==> src/rtl/rn_pkg.sv <==
package rn_pkg;

    localparam int ARCH_REGS   = 32;
    localparam int TOKEN_COUNT = 64;
    localparam int DATA_WIDTH  = 32;

    typedef enum logic [1:0] {
        POOL_FULL = 2'd0,
        POOL_OPEN = 2'd1,
        POOL_DRY  = 2'd2
    } pool_state_t;

endpackage

==> src/rtl/rn_free_pool.sv <==
module rn_free_pool #(
    parameter int NTOK = 64,
    localparam int TW  = $clog2(NTOK),
    localparam int CW  = $clog2(NTOK + 1)
) (
    input  logic          clk,
    input  logic          rst_n,
    input  logic          pop,
    input  logic          push,
    input  logic [TW-1:0] push_tok,
    output logic [TW-1:0] head_tok,
    output logic          dry,
    output logic [CW-1:0] count
);
    import rn_pkg::*;

    pool_state_t   state, state_nxt;
    logic [TW-1:0] mem [NTOK];
    logic [TW-1:0] rd_ptr, wr_ptr;

    function automatic logic [TW-1:0] ptr_inc(input logic [TW-1:0] p);
        return (p == TW'(NTOK - 1)) ? '0 : p + 1'b1;
    endfunction

    // state register
    always_ff @(posedge clk or negedge rst_n) begin
        if (!rst_n) state <= POOL_FULL;
        else        state <= state_nxt;
    end

    // next-state logic
    always_comb begin
        state_nxt = state;
        unique case (state)
            POOL_FULL: if (pop && !push) state_nxt = POOL_OPEN;
            POOL_OPEN: begin
                if (pop && !push && count == CW'(1))
                    state_nxt = POOL_DRY;
                else if (push && !pop && count == CW'(NTOK - 1))
                    state_nxt = POOL_FULL;
            end
            POOL_DRY:  if (push) state_nxt = POOL_OPEN;
            default:   state_nxt = POOL_FULL;
        endcase
    end

    // outputs
    always_comb begin
        dry = 1'b0;
        unique case (state)
            POOL_DRY: dry = 1'b1;
            default:  dry = 1'b0;
        endcase
    end

    // storage and pointers
    always_ff @(posedge clk or negedge rst_n) begin
        if (!rst_n) begin
            for (int i = 0; i < NTOK; i++) mem[i] <= TW'(i);
            rd_ptr <= '0;
            wr_ptr <= '0;
            count  <= CW'(NTOK);
        end else begin
            if (push) begin
                mem[wr_ptr] <= push_tok;
                wr_ptr      <= ptr_inc(wr_ptr);
            end
            if (pop) rd_ptr <= ptr_inc(rd_ptr);
            if (push && !pop)      count <= count + 1'b1;
            else if (pop && !push) count <= count - 1'b1;
        end
    end

    assign head_tok = mem[rd_ptr];

endmodule

==> src/rtl/rn_status_table.sv <==
module rn_status_table #(
    parameter int NREG = 32,
    parameter int NTOK = 64,
    localparam int RW  = $clog2(NREG),
    localparam int TW  = $clog2(NTOK)
) (
    input  logic            clk,
    input  logic            rst_n,
    input  logic [RW-1:0]   rd_a,
    input  logic [RW-1:0]   rd_b,
    output logic            a_valid,
    output logic [TW-1:0]   a_tok,
    output logic            b_valid,
    output logic [TW-1:0]   b_tok,
    input  logic            wr_en,
    input  logic [RW-1:0]   wr_idx,
    input  logic [TW-1:0]   wr_tok,
    input  logic            srch_en,
    input  logic [TW-1:0]   srch_tok,
    output logic [NREG-1:0] hit_vec,
    output logic            hit_any,
    output logic [RW-1:0]   hit_idx
);
    logic [NREG-1:0]         ent_v;
    logic [NREG-1:0][TW-1:0] ent_t;

    // parallel search: one comparator per entry
    for (genvar e = 0; e < NREG; e++) begin : g_cmp
        assign hit_vec[e] = srch_en && ent_v[e] && (ent_t[e] == srch_tok);
    end

    // entry update: a new writer wins over a clear in the same cycle
    always_ff @(posedge clk or negedge rst_n) begin
        if (!rst_n) begin
            ent_v <= '0;
            ent_t <= '0;
        end else begin
            for (int e = 0; e < NREG; e++) begin
                if (wr_en && wr_idx == RW'(e)) begin
                    ent_v[e] <= 1'b1;
                    ent_t[e] <= wr_tok;
                end else if (hit_vec[e]) begin
                    ent_v[e] <= 1'b0;
                end
            end
        end
    end

    always_comb begin
        hit_idx = '0;
        for (int e = 0; e < NREG; e++)
            if (hit_vec[e]) hit_idx = RW'(e);
    end

    assign hit_any = |hit_vec;
    assign a_valid = ent_v[rd_a];
    assign a_tok   = ent_t[rd_a];
    assign b_valid = ent_v[rd_b];
    assign b_tok   = ent_t[rd_b];

endmodule

==> src/rtl/rn_regfile.sv <==
module rn_regfile #(
    parameter int NREG = 32,
    parameter int DW   = 32,
    localparam int RW  = $clog2(NREG)
) (
    input  logic          clk,
    input  logic          rst_n,
    input  logic          we,
    input  logic [RW-1:0] wa,
    input  logic [DW-1:0] wd,
    input  logic [RW-1:0] ra_a,
    input  logic [RW-1:0] ra_b,
    output logic [DW-1:0] rd_a,
    output logic [DW-1:0] rd_b
);
    logic [DW-1:0] regs [NREG];

    always_ff @(posedge clk or negedge rst_n) begin
        if (!rst_n) begin
            for (int i = 0; i < NREG; i++) regs[i] <= '0;
        end else if (we) begin
            regs[wa] <= wd;
        end
    end

    assign rd_a = regs[ra_a];
    assign rd_b = regs[ra_b];

endmodule

==> src/rtl/rn_token_alloc.sv <==
module rn_token_alloc #(
    parameter int NREG = rn_pkg::ARCH_REGS,
    parameter int NTOK = rn_pkg::TOKEN_COUNT,
    parameter int DW   = rn_pkg::DATA_WIDTH,
    localparam int RW  = $clog2(NREG),
    localparam int TW  = $clog2(NTOK),
    localparam int CW  = $clog2(NTOK + 1)
) (
    input  logic          clk,
    input  logic          rst_n,
    input  logic          disp_valid,
    input  logic          disp_has_dst,
    input  logic [RW-1:0] disp_dst,
    input  logic [RW-1:0] disp_src_a,
    input  logic [RW-1:0] disp_src_b,
    output logic          disp_stall,
    output logic [TW-1:0] dst_tok,
    output logic          src_a_pending,
    output logic [TW-1:0] src_a_tok,
    output logic [DW-1:0] src_a_val,
    output logic          src_b_pending,
    output logic [TW-1:0] src_b_tok,
    output logic [DW-1:0] src_b_val,
    input  logic          cdb_valid,
    input  logic [TW-1:0] cdb_tok,
    input  logic [DW-1:0] cdb_data
);
    logic            pool_dry;
    logic [CW-1:0]   pool_cnt;
    logic            alloc_grant;
    logic            a_valid, b_valid;
    logic [NREG-1:0] rst_hit;
    logic            hit_any;
    logic [RW-1:0]   hit_idx;
    logic [DW-1:0]   rf_a, rf_b;
    logic            fwd_a, fwd_b;

    assign alloc_grant = disp_valid && disp_has_dst && !pool_dry;
    assign disp_stall  = disp_valid && disp_has_dst && pool_dry;

    rn_free_pool #(.NTOK(NTOK)) pool_i (
        .clk      (clk),
        .rst_n    (rst_n),
        .pop      (alloc_grant),
        .push     (cdb_valid),
        .push_tok (cdb_tok),
        .head_tok (dst_tok),
        .dry      (pool_dry),
        .count    (pool_cnt)
    );

    rn_status_table #(.NREG(NREG), .NTOK(NTOK)) table_i (
        .clk      (clk),
        .rst_n    (rst_n),
        .rd_a     (disp_src_a),
        .rd_b     (disp_src_b),
        .a_valid  (a_valid),
        .a_tok    (src_a_tok),
        .b_valid  (b_valid),
        .b_tok    (src_b_tok),
        .wr_en    (alloc_grant),
        .wr_idx   (disp_dst),
        .wr_tok   (dst_tok),
        .srch_en  (cdb_valid),
        .srch_tok (cdb_tok),
        .hit_vec  (rst_hit),
        .hit_any  (hit_any),
        .hit_idx  (hit_idx)
    );

    rn_regfile #(.NREG(NREG), .DW(DW)) rf_i (
        .clk   (clk),
        .rst_n (rst_n),
        .we    (hit_any),
        .wa    (hit_idx),
        .wd    (cdb_data),
        .ra_a  (disp_src_a),
        .ra_b  (disp_src_b),
        .rd_a  (rf_a),
        .rd_b  (rf_b)
    );

    // same-cycle forwarding from the broadcast
    assign fwd_a         = rst_hit[disp_src_a];
    assign fwd_b         = rst_hit[disp_src_b];
    assign src_a_pending = a_valid && !fwd_a;
    assign src_b_pending = b_valid && !fwd_b;
    assign src_a_val     = fwd_a ? cdb_data : rf_a;
    assign src_b_val     = fwd_b ? cdb_data : rf_b;

endmodule

==> config.mk <==
export PLATFORM = sky130hd
export DESIGN_NAME = rn_token_alloc
export DESIGN_NICKNAME = d
export VERILOG_FILES = /design/src/rtl/rn_pkg.sv /design/src/rtl/rn_free_pool.sv /design/src/rtl/rn_status_table.sv /design/src/rtl/rn_regfile.sv /design/src/rtl/rn_token_alloc.sv
export SDC_FILE = /design/constraint.sdc
export NUM_CORES = 2
export LEC_CHECK = 0
export BUFFER_PORTS_ARGS = -buffer_cell sky130_fd_sc_hd__buf_2
export CAP_MARGIN = 10
export CORE_ASPECT_RATIO = 0.9
export CORE_MARGIN = 2
export CORE_UTILIZATION = 30
export DETAILED_ROUTE_END_ITERATION = 16
export GPL_TIMING_DRIVEN = 0
export SYNTH_ARGS = -nofsm -noshare
export SYNTH_HDL_FRONTEND = slang
export SYNTH_SLANG_ARGS = --single-unit
==> constraint.sdc <==
create_clock -name clk -period 9.7 [get_ports clk]
set_clock_uncertainty 0.05 [all_clocks]
set_input_delay 0.97 -clock clk [delete_from_list [all_inputs] [get_ports clk]]
set_output_delay 0.97 -clock clk [all_outputs]
set_load 0.05 [all_outputs]
== Word level (Yosys, flattened, before mapping) ==
Cells that the tools add are included.
Operators by class
  add/subtract/negate cells: 4
  multipliers: 0
  divide/modulo/power cells: 0
  $lt $le $gt $ge: 9
  equality and inequality tests: 72
  shifts and indexed selects: 0
  mux-type cells: 134
  bitwise gates (word level): 5
  reduce and logical (&&, ||, !) cells: 149
Operators with widths (number)
  $bwmux 1024: 1
  $bwmux 384: 1
  $bmux 32 s5: 2
  $mux 32: 7
  $eq 6x6->1: 32
  $demux 32 s5: 1
  $logic_and 1x1->1: 107
  $eq 5x5->1 const B: 16
  $mux 5: 16
  $mux 1: 70
  $reduce_bool 2->1: 33
  $bmux 6 s5: 2
  $mux 6: 7
  $eq 5x4->1 const B: 8
  $bmux 6 s6: 1
  $demux 6 s6: 1
  $mux 4: 8
  $reduce_or 32->1: 1
  $bmux 1 s5: 4
  $eq 5x3->1 const B: 4
  $ge 6x6->1 const B: 3
  $not 5->6: 3
  $ge 7x7->1 const B: 2
  $mux 7: 2
  other kinds (24): 41
Storage, ports and cells
  register bits after elaboration: 1653
  bits in latches: 0
  bits in writable memories: 0
  memory bits (read-only): 0
  input port bits: 58
  output and inout port bits: 85
  memories: 0

== Depth between registers and ports, before layout ==
  depth in word-level cells: 39
  depth in mapped cells: 15

== Cells and area by module ==
From an unflattened synthesis, not the netlist that was laid out.
Unflattened totals
  cells, all modules: 7177
  area total of the unflattened synthesis: 91654.2 µm²
Modules (own cells, without submodules)
  rn_regfile: instances 1, cells an instance 4605, area each 56245.2 µm², sequential area each 25624.6 µm²
  rn_free_pool: instances 1, cells an instance 1287, area each 19098.3 µm², sequential area each 10376.2 µm²
  rn_status_table: instances 1, cells an instance 1128, area each 14840.5 µm², sequential area each 5605.4 µm²
  rn_token_alloc: instances 1, cells an instance 157, area each 1470.2 µm², sequential area each 0.0 µm²

== Least setup slack after synthesis ==
OpenSTA, ideal clock, no wires.
  path kind: input -> output
  start point: in cdb_tok[5]
  end point: out src_b_pending
  arrival time: 4071 ps
  required time: 8680 ps
  path slack: 4609 ps
  stages on the path: 14
  cells stage by stage: buf_4 -> buf_6 -> buf_6 -> xor2_1 -> nor4_1 -> and2_1 -> buf_2 -> mux4_2 -> nand2_1 -> o21ai_0 -> and3_1 -> a2111oi_4 -> buf_6 -> nor2b_1
Between the ends
  cells in the longest elaborated chain, start to end: 6
  elaborated cells between the ends (all ways): 68
RTL lines
  from (decl): line rn_token_alloc.sv:25  | input logic [TW-1:0] cdb_tok,
  $eq 6x6->1: line rn_status_table.sv:29  | assign hit_vec[e] = srch_en && ent_v[e] && (ent_t[e] == srch_tok);
  $logic_and 1x1->1: line rn_status_table.sv:29
  $bmux 1 s5 (*): line rn_token_alloc.sv:85  | assign fwd_b = rst_hit[disp_src_b];
  $mux 1 (implied by the code) (*): line rn_token_alloc.sv:85
  $logic_not 1->1 (*): line rn_token_alloc.sv:87  | assign src_b_pending = b_valid && !fwd_b;
  $logic_and 1x1->1 (*): line rn_token_alloc.sv:87
  to (decl): line rn_token_alloc.sv:21  | output logic src_b_pending,
Mark *: on every way between the ends. The rest lies on a longest branch, timed or not. The select of a mux whose other input is x is not followed.

== Worst setup path after layout ==
  start point: in disp_src_b[0]
  end point: out src_b_tok[4]
Between the ends
  cells in the longest elaborated chain, start to end: 2
RTL lines
  from (decl): line rn_token_alloc.sv:15  | input logic [RW-1:0] disp_src_b,
  $bmux 6 s5: line rn_status_table.sv:59  | assign b_tok = ent_t[rd_b];
  $mux 6 (implied by the code): line rn_status_table.sv:59
  to (decl): line rn_token_alloc.sv:22  | output logic [TW-1:0] src_b_tok,
Every way passes these cells. The select of a mux whose other input is x is not followed.

==> run metrics <==
final setup fails 0; Initial Util 30.11%; WP data arrival 6.09 ns; Crit. End Element primary output; max-cap violation count 0; number of synthesized flops with an enable pin 0; CP cell instances clkbuf_1, clkbuf_1, buf_1, clkbuf_1, clkbuf_1, mux4_2, mux4_2, mux2_2, buf_2; DRT Pass-1 Iters 7; 1st-iter DRT viols 6278; synth warn 0; Worst EP required 8.68 ns; Setup TNS Final 0 ns; max-slew violations 0; DP HPWL around 220000 um; Seq/Total Area, Yosys 46.46%; Top FF cell, synth dfrtp_1; GRT overflow 0; Clk Tree Root Cell clkbuf_16; Core ar. just under 300000 um2; Cell Area, Synth 89550 um2; commonest non-fill, non-tap cell in the layout mux2_2; Synth async-reset ratio 100.0%; Levels on crit path 9; worst setup path endpoint src_b_tok[4]; Finished Core Util between 30% and 40%; syn_nets about 5700; Final Hold Fails 0; Die Wd between 500 and 600 um; leakage approximately 45 nW; crit path launch type primary input; # DRC 0; Critical Path Source disp_src_b[0]; gr usage total 20.60%; cts hold-fix bufs 0; Critical Path Max Stage Delay 0.81 ns; Final Non-Filler Cells 10080; unrepaired setup endpoints after global routing no; outcome finished, final reports clean; number of global-route vias before repair 59840; htree depth 4; Antenna Nets Post-Route 0; adder-cell share of the synthesized area 0.09780%; crit share post-route 73.28%; via count 57570; R2R setup slack 4.63 ns; Synth Register Bits 1653; R2R Path End rf_i.regs[604]; post-placement cell count a little under 10000; largest net degree at the start of global routing 165; Gate Count Post-Synth 5588; post-synthesis xor/xnor area fraction ~2%; Area Growth Syn to Fin 15.07%; antenna violations before repair 29; # rows 190; clock tree buffer depth 4; largest family of logic cells by synthesized area multiplexers; measured slew at the worst slew-check pin 1.459 ns; I/O Pins 143; Worst-Skew Late Latency about 0.86 ns; crit-path leading delay family buffers and inverters; complex-gate fraction of the synthesized area 0.7503%; CP most frequent cell clkbuf_1; reg-to-reg startpoint table_i.ent_t[48]; Tmin final 7.108 ns; Detailed Route WL ~320000 um; post-synthesis mux area share between 40% and 50%; post-synth top area share slightly above 40%; Port-buffer cells 130; CTS clk-pin slew, worst paths around 0.060 ns; relative slew slack 2.711%; WL/cell 31.39 um; Setup Fix Bufs, Post-CTS 0; layout cell share with drive strength beyond 1 56.25%; min-delay worst type in2async; die area 302900 um2; global-route wire length before repair around 450000 um; worst-case reg-to-reg path depth 10; worst setup path category in2out; ranking of synthesized cells by area dfrtp_1 41%, mux4_2 23%, mux2_2 20%; vias per std cell 5.712; Max VDD drop 0.0001420 V; Nets 6050; post-synth cell types 71; Die Ht 522.3 um; CP Buf/Inv Count 6; fmax 0.1407 GHz; gp weighted congestion between 0.9 and 1; leading area contributor after synthesis dfrtp_1; crit-path max FO 10; CTS buffer count 193; # resized after CTS 0; clk sinks between 1500 and 2000; most frequent cells in the layout 1557 x mux2_2, 1460 x dfrtp_1, 912 x mux4_2, 349 x clkbuf_1, 204 x buf_2; Syn Area/Cell approximately 16 um2; Worst path slowest cell clkbuf_1; CTS tree yes; pwr dens 232.8 nW/um2; simple-gate share of the synthesized area 2.491%
## flip-flops by register name (all words and copies together) (netlist names)
name,count
pool_i.wr_ptr,6
pool_i.rd_ptr,6
table_i.ent_v,32
pool_i.state,2
table_i.ent_t,192
pool_i.mem,384
pool_i.count,7
rf_i.regs,1024
## cell families (layout without fill, tap and decap cells)
kind of cell | Yosys count | count (layout)
AO/OA/AOI/OAI | 84 | 84
AND/OR/NAND/NOR | 421 | 421
buffers and inverters | 542 | 1086
multiplexers | 2677 | 2677
flip-flops | 1653 | 1653
other | 0 | 12
XOR/XNOR | 204 | 204
adder cells (fa/ha/maj) | 7 | 7
## layout make-up
class	count	area, um2
buffer	531	2422
fill	28330	194300
clock buffer	263	5494
tap	3936	4925
clock inverter	79	1054
antenna	12	30.03
timing repair buffer	202	1973
multi-input combinational	3393	45510
sequential	1653	41610
inverter	11	41.29
## cells in the mapped netlist, types with 5 or more instances
master and count:
nor4_2 5, nor4_1 30, buf_4 36, dfstp_2 193
buf_1 83, nor3_1 21, o211a_2 6, and2_1 7
nand2b_1 6, a21oi_1 6, nand2_1 150, mux2_2 1557
a211oi_1 5, nand3b_1 5, ha_1 7, a21oi_2 6
clkbuf_1 322, inv_1 11, o21ai_0 11, and3_1 5
nand4_1 45, buf_2 64, xnor2_1 100, nor2_1 69
mux2_4 90, nand3_1 23, buf_6 26, a21o_1 20
xor2_1 104, mux4_2 912, nor2b_1 10, mux2_1 97
and4_1 12, dfrtp_1 1460, mux2i_1 21
## where the power goes
group / internal (mW) / switching, mW / leakage (nW)
clock: 4.54 / 3.11 / 3.23
combinational: 3.28 / 3.40 / 20.2
sequential: 8.47 / 1.19 / 22.0
total: 16.3 / 7.70 / 45.5
## how the worst min path moves through the flow
stage / start / endpoint / slack [ns]
after floorplan: pool_i.state[1] / pool_i.state[0] / 0.39
after global placement: pool_i.state[1] / pool_i.state[0] / 0.41
after detailed placement: pool_i.state[1] / pool_i.state[0] / 0.41
after CTS: rst_n / rf_i.regs[761] / 0.02
after global routing: rst_n / rf_i.regs[761] / 0.06
final: rst_n / rf_i.regs[761] / 0.02
## metrics by stage
| step | setup WS [ns] | hold WS (ns) | power (mW) | area (um2) |
|---|---|---|---|---|
| after floorplan | 4.609 | 0.3868 | 13.92 | 89550 |
| after global placement | -28.88 | 0.4115 | 16.07 | 95130 |
| after detailed placement | 2.779 | 0.4054 | 16.32 | 96130 |
| after CTS | 2.778 | 0.01613 | 24.02 | 102700 |
| after global routing | 2.659 | 0.05623 | 24.86 | 103000 |
| final | 2.592 | 0.02006 | 23.99 | 103100 |
## metal layers
layer / part of all wire, % / wire length [um] / up-vias / GRT usage, %
met2: 45 / 142500 / 2904 / 31.59
met5: 0.021 / 66 / - / 0
met4: 5.6 / 17670 / 10 / 10.38
li1: - / - / 22450 / -
met3: 8.8 / 27920 / 773 / 5.025
met1: 41 / 128300 / 31440 / 27.15
Note: power is estimated with default switching activity, not from simulation.
